<file path="config.mk">
export PLATFORM = sky130hd
export DESIGN_NAME = sdram_refresh_sched
export DESIGN_NICKNAME = d
export VERILOG_FILES = /design/src/rtl/rfs_pkg.sv /design/src/rtl/rfs_interval.sv /design/src/rtl/rfs_seq.sv /design/src/rtl/rfs_pins.sv /design/src/rtl/sdram_refresh_sched.sv
export SDC_FILE = /design/constraint.sdc
export NUM_CORES = 1
export LEC_CHECK = 0
export ABC_AREA = 1
export BUFFER_PORTS_ARGS = -buffer_cell sky130_fd_sc_hd__buf_2
export CAP_MARGIN = 10
export CORE_MARGIN = 5
export CORE_UTILIZATION = 54
export DETAILED_ROUTE_END_ITERATION = 10
export GPL_TIMING_DRIVEN = 0
export PLACE_DENSITY = 0.85
export SLEW_MARGIN = 20
export SYNTH_ARGS = -nofsm -noshare
export SYNTH_HDL_FRONTEND = slang
export SYNTH_SLANG_ARGS = --single-unit
</file>
<file path="constraint.sdc">
create_clock -name clk -period 2.75 [get_ports clk]
set_input_delay 0.1375 -clock clk [delete_from_list [all_inputs] [get_ports clk]]
set_output_delay 0.1375 -clock clk [all_outputs]
set_load 0.01 [all_outputs]
</file>
<file path="src/rtl/rfs_pkg.sv">
// Package: shared state encoding and pin command patterns for the refresh scheduler.
// Assumes pins are active-low command strobes plus an active-high clock enable.
package rfs_pkg;

    typedef enum logic [2:0] {
        ST_IDLE,
        ST_REQ,
        ST_ISSUE,
        ST_WAIT,
        ST_SR_CMD,
        ST_SR_HOLD,
        ST_SR_EXIT
    } rfs_state_e;

    typedef struct packed {
        logic cs_n;
        logic ras_n;
        logic cas_n;
        logic we_n;
        logic cke;
    } pin_cmd_t;

    localparam pin_cmd_t PINS_NOP   = '{cs_n: 1'b0, ras_n: 1'b1, cas_n: 1'b1, we_n: 1'b1, cke: 1'b1};
    localparam pin_cmd_t PINS_AREF  = '{cs_n: 1'b0, ras_n: 1'b0, cas_n: 1'b0, we_n: 1'b1, cke: 1'b1};
    localparam pin_cmd_t PINS_SREN  = '{cs_n: 1'b0, ras_n: 1'b0, cas_n: 1'b0, we_n: 1'b1, cke: 1'b0};
    localparam pin_cmd_t PINS_SLEEP = '{cs_n: 1'b1, ras_n: 1'b1, cas_n: 1'b1, we_n: 1'b1, cke: 1'b0};

endpackage

</file>
<file path="src/rtl/rfs_interval.sv">
// Interval timer and refresh debt counter.
// Produces one obligation every interval_q cycles and keeps a saturating count
// of obligations not yet served. The timer restarts from zero while 'hold' is
// high (bursts and self refresh cover the array). Assumes interval_q >= 1 and
// that 'take' is raised only while the debt is non-zero.
module rfs_interval #(
    parameter int CNT_W   = 16,
    parameter int OWE_MAX = 8,
    parameter int OW_W    = $clog2(OWE_MAX + 1)
) (
    input  logic             clk,
    input  logic             rst_n,
    input  logic [CNT_W-1:0] interval_q,
    input  logic             hold,
    input  logic             clr,
    input  logic             take,
    output logic [OW_W-1:0]  owed
);

    logic [CNT_W-1:0] cnt;
    logic             tick;

    assign tick = !hold && (cnt == interval_q - CNT_W'(1));

    // Cycle counter within the current interval.
    always_ff @(posedge clk) begin
        if (!rst_n)            cnt <= '0;
        else if (hold || tick) cnt <= '0;
        else                   cnt <= cnt + CNT_W'(1);
    end

    // Debt: add on expiry (saturating), subtract when a refresh is served.
    always_ff @(posedge clk) begin
        if (!rst_n || clr) begin
            owed <= '0;
        end else if (tick && !take) begin
            if (owed < OW_W'(OWE_MAX)) owed <= owed + OW_W'(1);
        end else if (take && !tick) begin
            owed <= owed - OW_W'(1);
        end
    end

    p_owed_cap_r8: assert property (@(posedge clk) disable iff (!rst_n)
        owed <= OW_W'(OWE_MAX));

    p_take_has_debt_r8: assert property (@(posedge clk) disable iff (!rst_n)
        take |-> (owed != '0));

endmodule

</file>
<file path="src/rtl/rfs_seq.sv">
// Refresh sequencer: decides when to request the grant, issue a refresh,
// wait out the gap, and walk the self refresh entry / hold / exit sequence.
// One shared down counter times both the post-refresh gap and the exit wait.
// Assumes gap_q and txsr_q are >= 1 (clamped by the top).
module rfs_seq
    import rfs_pkg::*;
#(
    parameter int CNT_W   = 16,
    parameter int BURST_N = 8192,
    parameter int OW_W    = 4
) (
    input  logic             clk,
    input  logic             rst_n,
    input  logic [CNT_W-1:0] gap_q,
    input  logic [CNT_W-1:0] txsr_q,
    input  logic             burst_q,
    input  logic [OW_W-1:0]  owed,
    input  logic             bank_idle_gnt,
    input  logic             sr_enter_req,
    input  logic             sr_exit_req,
    output rfs_state_e       state,
    output logic             take,
    output logic             hold,
    output logic             clr
);

    localparam int BL_W = $clog2(BURST_N + 1);

    rfs_state_e       nxt;
    rfs_state_e       pick;
    logic [CNT_W-1:0] wcnt;
    logic [BL_W-1:0]  burst_left;
    logic             sr_pend;
    logic             in_sr;
    logic             work;
    logic             act;
    logic             burst_load;
    logic             exit_done;

    assign in_sr      = (state == ST_SR_CMD) || (state == ST_SR_HOLD) || (state == ST_SR_EXIT);
    assign work       = (owed != '0) || (burst_left != '0);
    assign act        = work || sr_pend;
    assign pick       = work ? ST_ISSUE : ST_SR_CMD;
    assign burst_load = sr_enter_req && !sr_pend && !in_sr && burst_q;
    assign exit_done  = (state == ST_SR_EXIT) && (wcnt == '0);
    assign take       = (state == ST_ISSUE) && (burst_left == '0);
    assign hold       = in_sr || (burst_left != '0);
    assign clr        = burst_load || (state == ST_SR_CMD);

    // Next-state selection.
    always_comb begin
        nxt = state;
        case (state)
            ST_IDLE:    if (act) nxt = ST_REQ;
            ST_REQ:     if (bank_idle_gnt) nxt = act ? pick : ST_IDLE;
            ST_ISSUE:   nxt = ST_WAIT;
            ST_WAIT:    if (wcnt == '0) nxt = !act ? ST_IDLE : (bank_idle_gnt ? pick : ST_REQ);
            ST_SR_CMD:  nxt = ST_SR_HOLD;
            ST_SR_HOLD: if (sr_exit_req) nxt = ST_SR_EXIT;
            ST_SR_EXIT: if (wcnt == '0) nxt = burst_q ? ST_REQ : ST_IDLE;
            default:    nxt = ST_IDLE;
        endcase
    end

    // State register.
    always_ff @(posedge clk) begin
        if (!rst_n) state <= ST_IDLE;
        else        state <= nxt;
    end

    // Shared wait counter: gap after a refresh, quiet time after exit.
    always_ff @(posedge clk) begin
        if (!rst_n)
            wcnt <= '0;
        else if (state == ST_ISSUE)
            wcnt <= gap_q - CNT_W'(1);
        else if (state == ST_SR_HOLD && sr_exit_req)
            wcnt <= txsr_q - CNT_W'(1);
        else if ((state == ST_WAIT || state == ST_SR_EXIT) && wcnt != '0)
            wcnt <= wcnt - CNT_W'(1);
    end

    // Burst counter: loaded on an entry request and at the end of the exit wait.
    always_ff @(posedge clk) begin
        if (!rst_n)
            burst_left <= '0;
        else if (burst_load || (exit_done && burst_q))
            burst_left <= BL_W'(BURST_N);
        else if (state == ST_ISSUE && burst_left != '0)
            burst_left <= burst_left - BL_W'(1);
    end

    // Pending entry flag: set by a request outside self refresh, cleared on entry.
    always_ff @(posedge clk) begin
        if (!rst_n)                      sr_pend <= 1'b0;
        else if (state == ST_SR_CMD)     sr_pend <= 1'b0;
        else if (sr_enter_req && !in_sr) sr_pend <= 1'b1;
    end

    // Assertion support: cycles since the last refresh, saturating.
    logic [CNT_W:0] since_iss;
    always_ff @(posedge clk) begin
        if (!rst_n)                since_iss <= '1;
        else if (state == ST_ISSUE) since_iss <= '0;
        else if (since_iss != '1)   since_iss <= since_iss + (CNT_W+1)'(1);
    end

    p_gap_r4: assert property (@(posedge clk) disable iff (!rst_n)
        (state == ST_ISSUE || state == ST_SR_CMD) |-> (since_iss >= {1'b0, gap_q}));

    p_grant_before_cmd_r3: assert property (@(posedge clk) disable iff (!rst_n)
        (state == ST_ISSUE || state == ST_SR_CMD) |-> $past(bank_idle_gnt));

endmodule

</file>
<file path="src/rtl/rfs_pins.sv">
// Pin decoder: maps the sequencer state onto the command strobes and clock
// enable. Purely combinational; assumes the state is a registered value.
module rfs_pins
    import rfs_pkg::*;
(
    input  rfs_state_e state,
    output pin_cmd_t   pins
);

    // State to pin pattern.
    always_comb begin
        case (state)
            ST_ISSUE:   pins = PINS_AREF;
            ST_SR_CMD:  pins = PINS_SREN;
            ST_SR_HOLD: pins = PINS_SLEEP;
            default:    pins = PINS_NOP;
        endcase
    end

endmodule

</file>
<file path="src/rtl/sdram_refresh_sched.sv">
// SDRAM refresh scheduler top. Captures the timing configuration while reset
// is low, clamps zero counts to one, and wires the interval timer, sequencer
// and pin decoder together. Assumes the main controller keeps all banks
// precharged for as long as it grants bank_idle_gnt.
module sdram_refresh_sched
    import rfs_pkg::*;
#(
    parameter int CNT_W   = 16,
    parameter int OWE_MAX = 8,
    parameter int BURST_N = 8192
) (
    input  logic             clk,
    input  logic             rst_n,
    input  logic [CNT_W-1:0] cfg_interval,
    input  logic [CNT_W-1:0] cfg_trc,
    input  logic [CNT_W-1:0] cfg_trp,
    input  logic [CNT_W-1:0] cfg_txsr,
    input  logic             cfg_burst_en,
    input  logic             bank_idle_gnt,
    input  logic             sr_enter_req,
    input  logic             sr_exit_req,
    output logic             ref_req,
    output logic             busy,
    output logic             sd_cs_n,
    output logic             sd_ras_n,
    output logic             sd_cas_n,
    output logic             sd_we_n,
    output logic             sd_cke
);

    localparam int OW_W = $clog2(OWE_MAX + 1);

    logic [CNT_W-1:0] interval_q;
    logic [CNT_W-1:0] gap_q;
    logic [CNT_W-1:0] txsr_q;
    logic             burst_q;
    logic [CNT_W-1:0] gap_raw;
    logic [OW_W-1:0]  owed;
    logic             take;
    logic             hold;
    logic             clr;
    rfs_state_e       state;
    pin_cmd_t         pins;

    assign gap_raw = (cfg_trc > cfg_trp) ? cfg_trc : cfg_trp;

    // Configuration capture while reset is held; frozen afterwards.
    always_ff @(posedge clk) begin
        if (!rst_n) begin
            interval_q <= (cfg_interval == '0) ? CNT_W'(1) : cfg_interval;
            gap_q      <= (gap_raw == '0) ? CNT_W'(1) : gap_raw;
            txsr_q     <= (cfg_txsr == '0) ? CNT_W'(1) : cfg_txsr;
            burst_q    <= cfg_burst_en;
        end
    end

    rfs_interval #(.CNT_W(CNT_W), .OWE_MAX(OWE_MAX), .OW_W(OW_W)) u_interval (
        .clk        (clk),
        .rst_n      (rst_n),
        .interval_q (interval_q),
        .hold       (hold),
        .clr        (clr),
        .take       (take),
        .owed       (owed)
    );

    rfs_seq #(.CNT_W(CNT_W), .BURST_N(BURST_N), .OW_W(OW_W)) u_seq (
        .clk           (clk),
        .rst_n         (rst_n),
        .gap_q         (gap_q),
        .txsr_q        (txsr_q),
        .burst_q       (burst_q),
        .owed          (owed),
        .bank_idle_gnt (bank_idle_gnt),
        .sr_enter_req  (sr_enter_req),
        .sr_exit_req   (sr_exit_req),
        .state         (state),
        .take          (take),
        .hold          (hold),
        .clr           (clr)
    );

    rfs_pins u_pins (
        .state (state),
        .pins  (pins)
    );

    assign sd_cs_n  = pins.cs_n;
    assign sd_ras_n = pins.ras_n;
    assign sd_cas_n = pins.cas_n;
    assign sd_we_n  = pins.we_n;
    assign sd_cke   = pins.cke;
    assign ref_req  = (state == ST_REQ);
    assign busy     = (state != ST_IDLE);

    // Assertion support: clock enable of the previous cycle.
    logic cke_prev;
    always_ff @(posedge clk) begin
        if (!rst_n) cke_prev <= 1'b1;
        else        cke_prev <= sd_cke;
    end

    p_aref_after_cke_r3: assert property (@(posedge clk) disable iff (!rst_n)
        (!sd_cs_n && !sd_ras_n && !sd_cas_n && sd_we_n && sd_cke) |-> cke_prev);

    p_cke_held_low_r5: assert property (@(posedge clk) disable iff (!rst_n)
        (!sd_cke && !sr_exit_req) |=> !sd_cke);

    p_exit_quiet_r6: assert property (@(posedge clk) disable iff (!rst_n)
        (state == ST_SR_EXIT) |-> (sd_cke && sd_ras_n && sd_cas_n && sd_we_n));

    p_busy_cover_r9: assert property (@(posedge clk) disable iff (!rst_n)
        (ref_req || !sd_ras_n) |-> busy);

endmodule

</file>
==> reports/metrics.cfg, run 1 <==
[clock_network]
numClockSinks=103
clk_latency_ps=350
numCtsBuffers=9
clockRootBuffer=clkbuf_16
cts_max_level=3
clock_path_buffers=2
path_clk_slew_ps=70
cts_tree=built

[worst_hold_path]
hold_class=input port to flop
hold_start=cfg_interval[5]
min_to=interval_q[5]$_SDFFCE_PN0N_
holdPathStages=2

[power_and_ir_drop]
leakage_uw=0.00360
irDropWorstVdd_uv=352
totalPowerFinal_uw=4520
p_per_area_mw_per_mm2=594

[setup_path]
cp.arrival_ps=3290
critPathRequiredTime_ps=3040
cp-start-kind=flop
worstReg2RegEnd=u_interval.owed[3]$_SDFFE_PP0P_
reg2reg_setup_slack_ps=-250
crit_path_max_fanout=7
critical_path_class=flop to flop
worstReg2RegStart=interval_q[7]$_SDFFCE_PN0N_
reg2reg_depth=19
end_kind=flop

[detailed_routing]
final_antenna_net_count=0
drtIter0Drc=456
drc=0
firstDrtPassIters=5
wire_per_inst_um=13.2
totalWireLength_um=15200
via_count=6052
routed_via_density=5.24

[yosys]
yosys.area.top_type=edfxtp_1
async_reset_ff_frac=0
yosys-top-cells-count=nand2_1, inv_1, nor2_1, nand3_1, dfxtp_1
yosysWarnings=0
synth-edff-count=49
syn-cell-area_mm2=0.00654
yosysSeqAreaShare=0.391
netlist.area_leader.share=0.225
ys_top_cells_by_area=edfxtp_1, dfxtp_1, nand2_1, inv_1, nor2_1
ys.flop_type=dfxtp_1
netlist_instances=903
yosysMostFrequentCell=nand2_1
synth.net_count=996
syn_avg_cell_area_um2=7.24
ys_ff_latch=103
synth_cell_types=48

[sta]
slew_violations=0
worst_slew_pin_slew_ps=552
fmax_mhz=333
setup_violations=2
worst_clock_skew_ps=7.87
relSlewSlack=0.629
final.setup.worst_slack_ps=-250
finalCritPeriodShare=1.09
min_period_ps=3000
hold_ws_ps=51.6
rsz0062_at_grt=yes
hold_viol_final=0

[layout]
fin_cells=1155
drive_gt1_frac=0.197
utilization=0.636
fin_nets=1096
area_delta_synth_final_pct=16.4
nFillCells=976
diodes=0

[floorplanning]
core_mm2=0.0120
start_util=0.546
die_w_um=120
io_pins=77
chipHeight_um=120
rows=40
dieArea_mm2=0.0144

[grt]
grt_usage=0.214
antenna_found_initial=0
grt_remaining_overflow=0
grt_pass1_wl_um=25400
grt_max_degree=40
grt_pass1_vias=5702

[placement]
gp_routability_congestion=0.897
dp_hpwl_um=11400
dp.cells=1125
io_buffer_count=74

[flow_run]
max_cap_viol_count=0

[run_status]
status=complete, but fails checks
violations=negative setup slack

registers in the layout, indices dropped and copies added, names as in the netlist:
name              cells
burst_q               1
gap_q                16
interval_q           16
txsr_q               16
u_interval.cnt       16
u_interval.owed       4
u_seq.burst_left     14
u_seq.sr_pend         1
u_seq.state           3
u_seq.wcnt           16
worst max-delay path: stages, from the launching register on:
cell and delay [ps]:
edfxtp_1 370, clkbuf_2 190, nor2_2 160, nand2_2 100
nor2_2 180, nand2_1 80, nand3_1 120, and2_1 140
nand2_1 60, nor2_2 120, nand4_1 130, or2_4 320
ha_4 270, nand2_2 60, nor2_2 40, a211oi_2 260
nand3_1 130, nand2_1 90, nor2_1 40, nor2_1 90
through the flow:
step	TNS (ps)	cell area [µm²]	setup slack, ps
finish	-286	7610	-250
floorplan	0	6540	2.47
detailed placement	-749	7120	-421
global placement	-19630	7090	-683
global route	-693	7610	-424
CTS	-82.5	7520	-82.5
layout by cell type (no fill, tap or decap), types with 14 or more instances in the layout:
| master | count |
|---|---|
| ha_1 | 19 |
| a21oi_1 | 39 |
| nor4_1 | 14 |
| nand3_1 | 70 |
| nand4_1 | 14 |
| clkbuf_1 | 35 |
| inv_1 | 105 |
| nor2_2 | 15 |
| edfxtp_1 | 49 |
| buf_4 | 17 |
| buf_2 | 77 |
| o21ai_0 | 30 |
| nor2_1 | 94 |
| nand2_1 | 220 |
| dfxtp_1 | 54 |
layout make-up:
type / instances / area (µm²) / share of cell area
clock inverters: 7 / 38.8 / 0.00510
multi-input cells: 636 / 3440 / 0.452
flip-flops and latches: 103 / 2550 / 0.336
clock buffers: 9 / 225 / 0.0296
repair buffers: 89 / 498 / 0.0655
inverters: 116 / 438 / 0.0576
plain buffers: 48 / 230 / 0.0303
well taps: 147 / 184 / 0.0242
metal layers:
| metal | wire length (µm) | share of wire | track usage |
|---|---|---|---|
| met1 | 6740 | 0.44 | 0.271 |
| met2 | 7170 | 0.47 | 0.359 |
| met3 | 972 | 0.064 | 0.0396 |
| met4 | 348 | 0.023 | 0.0888 |
| met5 | 0 | 0 | 0 |
worst max-delay path by stage:
stage | slack, ps | end | start
4_1_cts | -80 | u_interval.owed[3]$_SDFFE_PP0P_ | interval_q[2]$_SDFFCE_PN0N_
6_report | -250 | u_interval.owed[3]$_SDFFE_PP0P_ | interval_q[7]$_SDFFCE_PN0N_
3_3_place_gp | -680 | u_seq.burst_left[11]$_SDFFE_PP0P_ | rst_n
5_1_grt | -420 | u_interval.owed[3]$_SDFFE_PP0P_ | interval_q[7]$_SDFFCE_PN0N_
3_5_place_dp | -420 | u_interval.owed[3]$_SDFFE_PP0P_ | interval_q[0]$_SDFFCE_PN1N_
2_1_floorplan | 2 | u_interval.owed[3]$_SDFFE_PP0P_ | interval_q[0]$_SDFFCE_PN1N_
power by group:
group | switching [µW] | leakage, µW | internal, µW
combinational | 939 | 0.00256 | 568
sequential | 96.1 | 0.000915 | 1740
clock | 563 | 0.000130 | 606
total | 1600 | 0.00360 | 2920
cell families after synthesis:
kind of cell / share of synthesized area
buffers and inverters: 0.102
AOI/OAI and AO/OA: 0.0898
other: 0.000574
DFF: 0.391
adders and majority gates: 0.0452
xor gates and xnor gates: 0.0348
and+or+nand+nor: 0.337
what timing repair did:
action | CTS | global route
hold buffers | 1 | 0
resized for setup | 13 | 18
endpoints found under the setup margin | 3 | 3
pin swaps | 6 | 22
hold endpoints to repair | 1 | 0
setup buffers | 11 | 2
Note: power is estimated with default switching activity, not from simulation.
==> run 2: changes to the inputs <==
ABC_AREA = default   (was 1)
CORE_UTILIZATION = 53   (was 54)
MAX_ROUTING_LAYER = met4   (was default)
PLACE_DENSITY = 0.84   (was 0.85)
==> reports/metrics.cfg, run 2 <==
[sta]
finalCritPeriodShare=1.36  ; was 1.09
hold_viol_final=0  ; unchanged
tns_ps=-12930  ; was -286 ps
rsz0062_at_grt=yes  ; unchanged
slew_violations=0  ; unchanged
fmax_mhz=267  ; was 333 MHz
min_period_ps=3750  ; was 3000 ps
worst_slew_pin_slew_ps=759  ; was 552 ps
final.setup.worst_slack_ps=-1000  ; was -250 ps
relSlewSlack=0.494  ; was 0.629
setup_violations=20  ; was 2
worst_clock_skew_ps=12.7  ; was 7.87 ps

[yosys]
async_reset_ff_frac=0  ; unchanged
yosysMostFrequentCell=nor2_1  ; was nand2_1
synthAdderAreaFrac=0.0502  ; was 0.0452
syn-cell-area_mm2=0.00608  ; was 0.00654 mm²
ys.flop_type=dfxtp_1  ; unchanged
yosys-top-cells-count=nor2_1, dfxtp_1, edfxtp_1, clkbuf_1  ; was nand2_1, inv_1, nor2_1, nand3_1, dfxtp_1
synth.net_count=753  ; was 996
synthXorXnorAreaFrac=0.0734  ; was 0.0348
yosysSeqAreaShare=0.420  ; was 0.391
synthSimpleGateAreaFrac=0.212  ; was 0.337
synth_cell_types=68  ; was 48
synth_mux_area_frac=0.0642  ; was 0
syn_avg_cell_area_um2=9.22  ; was 7.24 µm²
synth_top_family_by_area=simple AND/OR/NAND/NOR gates  ; unchanged
netlist_instances=660  ; was 903
netlist.area_leader.share=0.242  ; was 0.225
synth-compound-area-share=0.124  ; was 0.0898
ys_top_cells_by_area=edfxtp_1, dfxtp_1, nor2_1, ha_1, xnor2_1  ; was edfxtp_1, dfxtp_1, nand2_1, inv_1, nor2_1
ys_ff_latch=103  ; unchanged
yosys.area.top_type=edfxtp_1  ; unchanged
yosysWarnings=0  ; unchanged
synth-edff-count=49  ; unchanged

[floorplanning]
io_pins=77  ; unchanged
dieArea_mm2=0.0137  ; was 0.0144 mm²
chipHeight_um=117  ; was 120 µm
core_mm2=0.0113  ; was 0.0120 mm²
start_util=0.537  ; was 0.546
die_w_um=117  ; was 120 µm
rows=39  ; was 40

[clock_network]
clock_path_buffers=2  ; unchanged
path_clk_slew_ps=70  ; about the same
cts_tree=built  ; unchanged
numClockSinks=103  ; unchanged
cts_max_level=3  ; unchanged
clockRootBuffer=clkbuf_16  ; unchanged
clk_latency_ps=350  ; about the same
numCtsBuffers=9  ; unchanged

[setup_path]
crit_chain=inv_2 -> ha_4 -> or4b_4 -> or4b_4 -> a211oi_2 -> nor2_1 -> nand4b_1 -> or3_4 -> ha_4 -> a21o_1 -> a21oi_2 -> nand3_2 -> nor2_2 -> mux2i_1 -> a21boi_1  ; was clkbuf_2 -> nor2_2 -> nand2_2 -> nor2_2 -> nand2_1 -> nand3_1 -> and2_1 -> nand2_1 -> nor2_2 -> nand4_1 -> or2_4 -> ha_4 -> nand2_2 -> nor2_2 -> a211oi_2 -> nand3_1 -> nand2_1 -> nor2_1 -> nor2_1
critical_path_class=flop to flop  ; unchanged
critPathRequiredTime_ps=3040  ; about the same
critical_path.slowest_cell=or4b_4  ; was edfxtp_1
crit_path_max_fanout=3  ; was 7
cp-start-kind=flop  ; unchanged
max_stage_delay_ps=530  ; was 370 ps
end_kind=flop  ; unchanged
cp.arrival_ps=4040  ; was 3290 ps

[layout]
drive_gt1_frac=0.262  ; was 0.197
fin_cells=919  ; was 1,155
final_common_cell=buf_2  ; was nand2_1
fin_nets=864  ; was 1,096
area_delta_synth_final_pct=22.0  ; was 16.4%
utilization=0.656  ; was 0.636
fin_area_mm2=0.00742  ; was 0.00761 mm²
layout_common_cells=buf_2, nor2_1, dfxtp_1, edfxtp_1, clkbuf_1  ; was nand2_1, inv_1, nor2_1, buf_2, nand3_1
nFillCells=865  ; was 976
multi_input_area_mm2=0.00346  ; was 0.00344 mm²
regArea_mm2=0.00256  ; was 0.00255 mm²
diodes=0  ; unchanged

[flow_run]
max_cap_viol_count=0  ; unchanged

[detailed_routing]
drtIter0Drc=510  ; was 456
firstDrtPassIters=5  ; unchanged
routed_via_density=5.93  ; was 5.24
wire_per_inst_um=17.0  ; was 13.2 µm
totalWireLength_um=15700  ; was 15,200 µm
drc=0  ; unchanged
final_antenna_net_count=0  ; unchanged
via_count=5453  ; was 6,052

[placement]
io_buffer_count=75  ; was 74
gp_routability_congestion=0.913  ; was 0.897
dp_hpwl_um=11200  ; was 11,400 µm
dp.cells=878  ; was 1,125
placed_area_mm2=0.00669  ; was 0.00712 mm²

[grt]
grt_max_degree=59  ; was 40
grt_usage=0.234  ; was 0.214
grt_pass1_vias=5471  ; was 5,702
grt_remaining_overflow=0  ; unchanged
grt_pass1_wl_um=24600  ; was 25,400 µm
antenna_found_initial=0  ; unchanged

[run_status]
status=complete, but fails checks  ; unchanged
violations=negative setup slack  ; unchanged

[worst_hold_path]
hold_class=input port to flop  ; unchanged

[power_and_ir_drop]
p_per_area_mw_per_mm2=895  ; was 594 mW/mm²
leakage_uw=0.00300  ; was 0.00360 µW
irDropWorstVdd_uv=577  ; was 352 µV

-- run 2: cell types whose count changed after synthesis, moves of 12 or more --
cell	delta
nor4_1	+15
mux2i_1	+21
nor2_1	-26
nand3_1	-52
o21ai_0	-12
nand2_1	-191
inv_1	-76
xnor2_1	+16
mux2_2	+16
-- run 2: repair_timing --
item / CTS / global route
hold buffers: 1 / 0
pin swaps: 10 / 17
endpoints found under the hold margin: 1 / 0
resized for setup: 25 / 44
gates cloned: 0 / 1
buffers inserted: 15 / 10
setup endpoints to repair: 44 / 41
-- run 2: final cells by class --
class / count / area share
Buffer: 51 / 0.0320
Clock buffer: 12 / 0.0347
Clock inverter: 4 / 0.00270
Inverter: 31 / 0.0157
Multi-Input combinational cell: 473 / 0.465
Sequential cell: 103 / 0.345
Tap cell: 143 / 0.0241
Timing Repair Buffer: 102 / 0.0807
-- run 2: kinds of logic (layout without fill, tap and decap cells) --
group	Yosys count	after routing
and+or+nand+nor	245	245
AOI/OAI and AO/OA	115	115
DFF	103	103
buffers and inverters	84	200
xor gates and xnor gates	51	51
muxes	37	37
adders and majority gates	24	24
other	1	1
-- run 2: through the flow --
stage / hold WS [ps] / setup slack, ps / power (µW)
6_report: 52.1 / -1000 / 6640
4_1_cts: 50.6 / -1010 / 6190
3_3_place_gp: 317 / -1020 / 4550
2_1_floorplan: 236 / -791 / 4000
5_1_grt: 66.6 / -1160 / 7000
3_5_place_dp: 316 / -1180 / 4660
-- run 2: worst max-delay path: cells and delay by family (launching register included) --
| family | cells | cell delay, ps |
|---|---|---|
| compound gates | 4 | 640 |
| fa+ha+maj | 2 | 350 |
| buf+inv | 1 | 90 |
| flops | 1 | 420 |
| mux | 1 | 80 |
| simple gates | 7 | 2110 |
-- run 2: routing by layer --
layer  vias up  wire [µm]  GRT usage
met5         -          0          -
met1      2577       6170      0.255
met3        52        765     0.0237
met2       221       8220      0.425
met4         0        501      0.112
li1       2603          -          -
-- run 2: report_power, final --
| group | internal, µW | switching (µW) | leakage [µW] |
|---|---|---|---|
| Sequential | 1870 | 252 | 0.000920 |
| Combinational | 1490 | 1830 | 0.00194 |
| Clock | 663 | 545 | 0.000141 |
-- run 2: path summary, 6_finish.rpt --
check	from	cells past startpoint	endpoint	slack [ps]
setup reg to reg	interval_q[0]$_SDFFCE_PN1N_	15	u_interval.owed[3]$_SDFFE_PP0P_	-1000
hold / removal	cfg_txsr[4]	2	txsr_q[4]$_SDFFCE_PN0N_	50
hold reg to reg	u_seq.burst_left[6]$_SDFFE_PP0P_	2	u_seq.burst_left[6]$_SDFFE_PP0P_	500
setup / recovery	interval_q[0]$_SDFFCE_PN1N_	15	u_interval.owed[3]$_SDFFE_PP0P_	-1000
==> run 3: changes to the inputs <==
CORE_UTILIZATION = 54   (was 53)
PLACE_DENSITY = 0.85   (was 0.84)
SYNTH_HIERARCHICAL = 1   (was default)
==> reports/metrics.cfg, run 3 <==
[floorplanning]
die_w_um=120  ; was 117 µm
rows=40  ; was 39
start_util=0.549  ; was 0.537
io_pins=77  ; unchanged
dieArea_mm2=0.0145  ; was 0.0137 mm²
chipHeight_um=120  ; was 117 µm
core_mm2=0.0120  ; was 0.0113 mm²

[yosys]
ys_ff_latch=103  ; unchanged
yosysWarnings=6  ; was 0
netlist_instances=706  ; was 660
synth_cell_types=84  ; was 68
synth-edff-count=49  ; unchanged
yosysSeqAreaShare=0.389  ; was 0.420
yosys.area.top_type=edfxtp_1  ; unchanged
async_reset_ff_frac=0  ; unchanged
ys.flop_type=dfxtp_1  ; unchanged
syn_avg_cell_area_um2=9.29  ; was 9.22 µm²
yosysMostFrequentCell=nor2_1  ; unchanged
netlist.area_leader.share=0.224  ; was 0.242
ys_top_cells_by_area=edfxtp_1, dfxtp_1, ha_1, xor2_1, nor2_1  ; was edfxtp_1, dfxtp_1, nor2_1, ha_1, xnor2_1
yosys-top-cells-count=nor2_1, dfxtp_1, clkbuf_1, edfxtp_1  ; was nor2_1, dfxtp_1, edfxtp_1, clkbuf_1
synth.net_count=800  ; was 753
syn-cell-area_mm2=0.00656  ; was 0.00608 mm²

[layout]
fin_area_mm2=0.00798  ; was 0.00742 mm²
drive_gt1_frac=0.260  ; was 0.262
layout_common_cells=buf_2, nor2_1, edfxtp_1, dfxtp_1, clkbuf_1  ; was buf_2, nor2_1, dfxtp_1, edfxtp_1, clkbuf_1
final_common_cell=buf_2  ; unchanged
fin_nets=921  ; was 864
utilization=0.667  ; was 0.656
area_delta_synth_final_pct=21.5  ; was 22.0%
diodes=0  ; unchanged

[clock_network]
clock_path_buffers=2  ; unchanged
clk_latency_ps=350  ; about the same
cts_tree=built  ; unchanged
clockRootBuffer=clkbuf_16  ; unchanged
numClockSinks=103  ; unchanged
numCtsBuffers=9  ; unchanged
cts_max_level=3  ; unchanged
path_clk_slew_ps=70  ; about the same

[flow_run]
max_cap_viol_count=0  ; unchanged

[worst_hold_path]
hold_class=input port to flop  ; unchanged

[power_and_ir_drop]
p_per_area_mw_per_mm2=527  ; was 895 mW/mm²
leakage_uw=0.00319  ; was 0.00300 µW
irDropWorstVdd_uv=328  ; was 577 µV

[sta]
worst_slew_pin_slew_ps=701  ; was 759 ps
relSlewSlack=0.532  ; was 0.494
fmax_mhz=275  ; was 267 MHz
finalCritPeriodShare=1.32  ; was 1.36
min_period_ps=3640  ; was 3750 ps
slew_violations=0  ; unchanged
rsz0062_at_grt=yes  ; unchanged
setup_violations=22  ; was 20
final.setup.worst_slack_ps=-889  ; was -1000 ps
worst_clock_skew_ps=8.22  ; was 12.7 ps
hold_viol_final=0  ; unchanged

[setup_path]
cp-start-kind=flop  ; unchanged
max_stage_delay_ps=550  ; was 530 ps
cpLargestDelayFamily=simple AND/OR/NAND/NOR gates  ; unchanged
critical_path.slowest_cell=or4_4  ; was or4b_4
crit_chain=buf_4 -> nor4b_4 -> and4b_2 -> xor2_1 -> o31a_1 -> o31a_1 -> or4_4 -> or2_4 -> ha_4 -> a21o_1 -> a21oi_4 -> buf_4 -> a211o_1 -> o311ai_1  ; was inv_2 -> ha_4 -> or4b_4 -> or4b_4 -> a211oi_2 -> nor2_1 -> nand4b_1 -> or3_4 -> ha_4 -> a21o_1 -> a21oi_2 -> nand3_2 -> nor2_2 -> mux2i_1 -> a21boi_1
reg2reg_setup_slack_ps=-890  ; was -1000 ps
cp.arrival_ps=3890  ; was 4040 ps
critPathRequiredTime_ps=3010  ; was 3040 ps
worst-path-buf-inv=2  ; was 1
end_kind=flop  ; unchanged
crit_path_max_fanout=4  ; was 3
critical_path_class=flop to flop  ; unchanged

[grt]
use_met3=0.0323  ; was 0.0237
grt_usage=0.237  ; was 0.234
grt_pass1_vias=5813  ; was 5,471
use_met1=0.279  ; was 0.255
grt_remaining_overflow=0  ; unchanged
grt_max_degree=39  ; was 59
grt_pass1_wl_um=27300  ; was 24,600 µm
busiest_layer=met2  ; unchanged
use_met2=0.410  ; was 0.425
antenna_found_initial=0  ; unchanged

[detailed_routing]
via_count=6120  ; was 5,453
drtIter0Drc=778  ; was 510
totalWireLength_um=17300  ; was 15,700 µm
final_antenna_net_count=0  ; unchanged
routed_via_density=6.25  ; was 5.93
firstDrtPassIters=7  ; was 5
wire_per_inst_um=17.6  ; was 17.0 µm
drc=0  ; unchanged

[placement]
dp_hpwl_um=12000  ; was 11,200 µm
placed_area_mm2=0.00720  ; was 0.00669 mm²
gp_routability_congestion=0.930  ; was 0.913
io_buffer_count=75  ; unchanged

[run_status]
violations=negative setup slack  ; unchanged
status=complete, but fails checks  ; unchanged

-- run 3: changes by cell type after synthesis, sizes merged, moves of 6 or more --
cell,delta
o21bai,+10
a31oi,+9
nor2,-16
nor3,+8
o21ai,+13
mux2i,-13
nor4,-6
xnor2,-7
a222oi,+11
-- run 3: area by class of cell --
| class | count | area, µm² |
|---|---|---|
| Buffer | 59 | 282 |
| Clock buffer | 9 | 225 |
| Clock inverter | 7 | 104 |
| Fill cell | 907 | 3990 |
| Inverter | 36 | 135 |
| Multi-Input combinational cell | 504 | 3780 |
| Sequential cell | 103 | 2560 |
| Tap cell | 147 | 184 |
| Timing Repair Buffer | 114 | 706 |
-- run 3: cell families after synthesis --
kind of cell             share of synthesized area
AO/OA/AOI/OAI                                0.186
adder cells (fa/ha/maj)                     0.0469
flip-flops                                   0.389
XOR/XNOR                                    0.0654
buffers and inverters                       0.0635
multiplexers                                0.0431
other                                     0.000572
AND/OR/NAND/NOR                              0.206
-- run 3: routing by layer --
layer / vias to the layer above / routed length (µm)
met2: 305 / 8460
met5: - / 0
met3: 68 / 1140
met4: 0 / 618
met1: 2875 / 7040
li1: 2872 / -
-- run 3: worst paths after layout --
check / depth (start not counted) / endpoint / startpoint
worst max register to register: 14 / u_interval/owed[3]$_SDFFE_PP0P_ / interval_q[3]$_SDFFCE_PN0N_
worst max-delay path: 14 / u_interval/owed[3]$_SDFFE_PP0P_ / interval_q[3]$_SDFFCE_PN0N_
worst min register to register: 2 / u_seq/burst_left[8]$_SDFFE_PP0P_ / u_seq/burst_left[8]$_SDFFE_PP0P_
worst min-delay path: 2 / interval_q[0]$_SDFFCE_PN1N_ / cfg_interval[0]
-- run 3: report_power, final --
part / total, µW / internal [µW] / switching, µW / leakage, µW
Clock: 1410 / 811 / 602 / 0.000161
Combinational: 993 / 455 / 537 / 0.00211
Sequential: 1800 / 1710 / 87.4 / 0.000918
Total: 4200 / 2980 / 1230 / 0.00319
-- run 3: repair_timing --
action / in CTS / in global routing
hold buffers: 1 / 0
hold endpoints to repair: 1 / 0
endpoints found under the setup margin: 37 / 41
setup buffers: 21 / 16
pin swaps: 14 / 19
resized for setup: 30 / 20
-- run 3: per-stage QoR --
stage | power (µW) | worst slack [ps] | instances | hold slack, ps | TNS [ps]
after floorplan | 2430 | -665 | 706 | 236 | -1760
after global placement | 2650 | -923 | 928 | 328 | -16220
after detailed placement | 2680 | -1020 | 929 | 329 | -7870
after CTS | 4140 | -965 | 966 | 32.4 | -11160
after global routing | 4360 | -1010 | 979 | 41.8 | -12160
final | 4200 | -889 | 979 | 41.3 | -9970
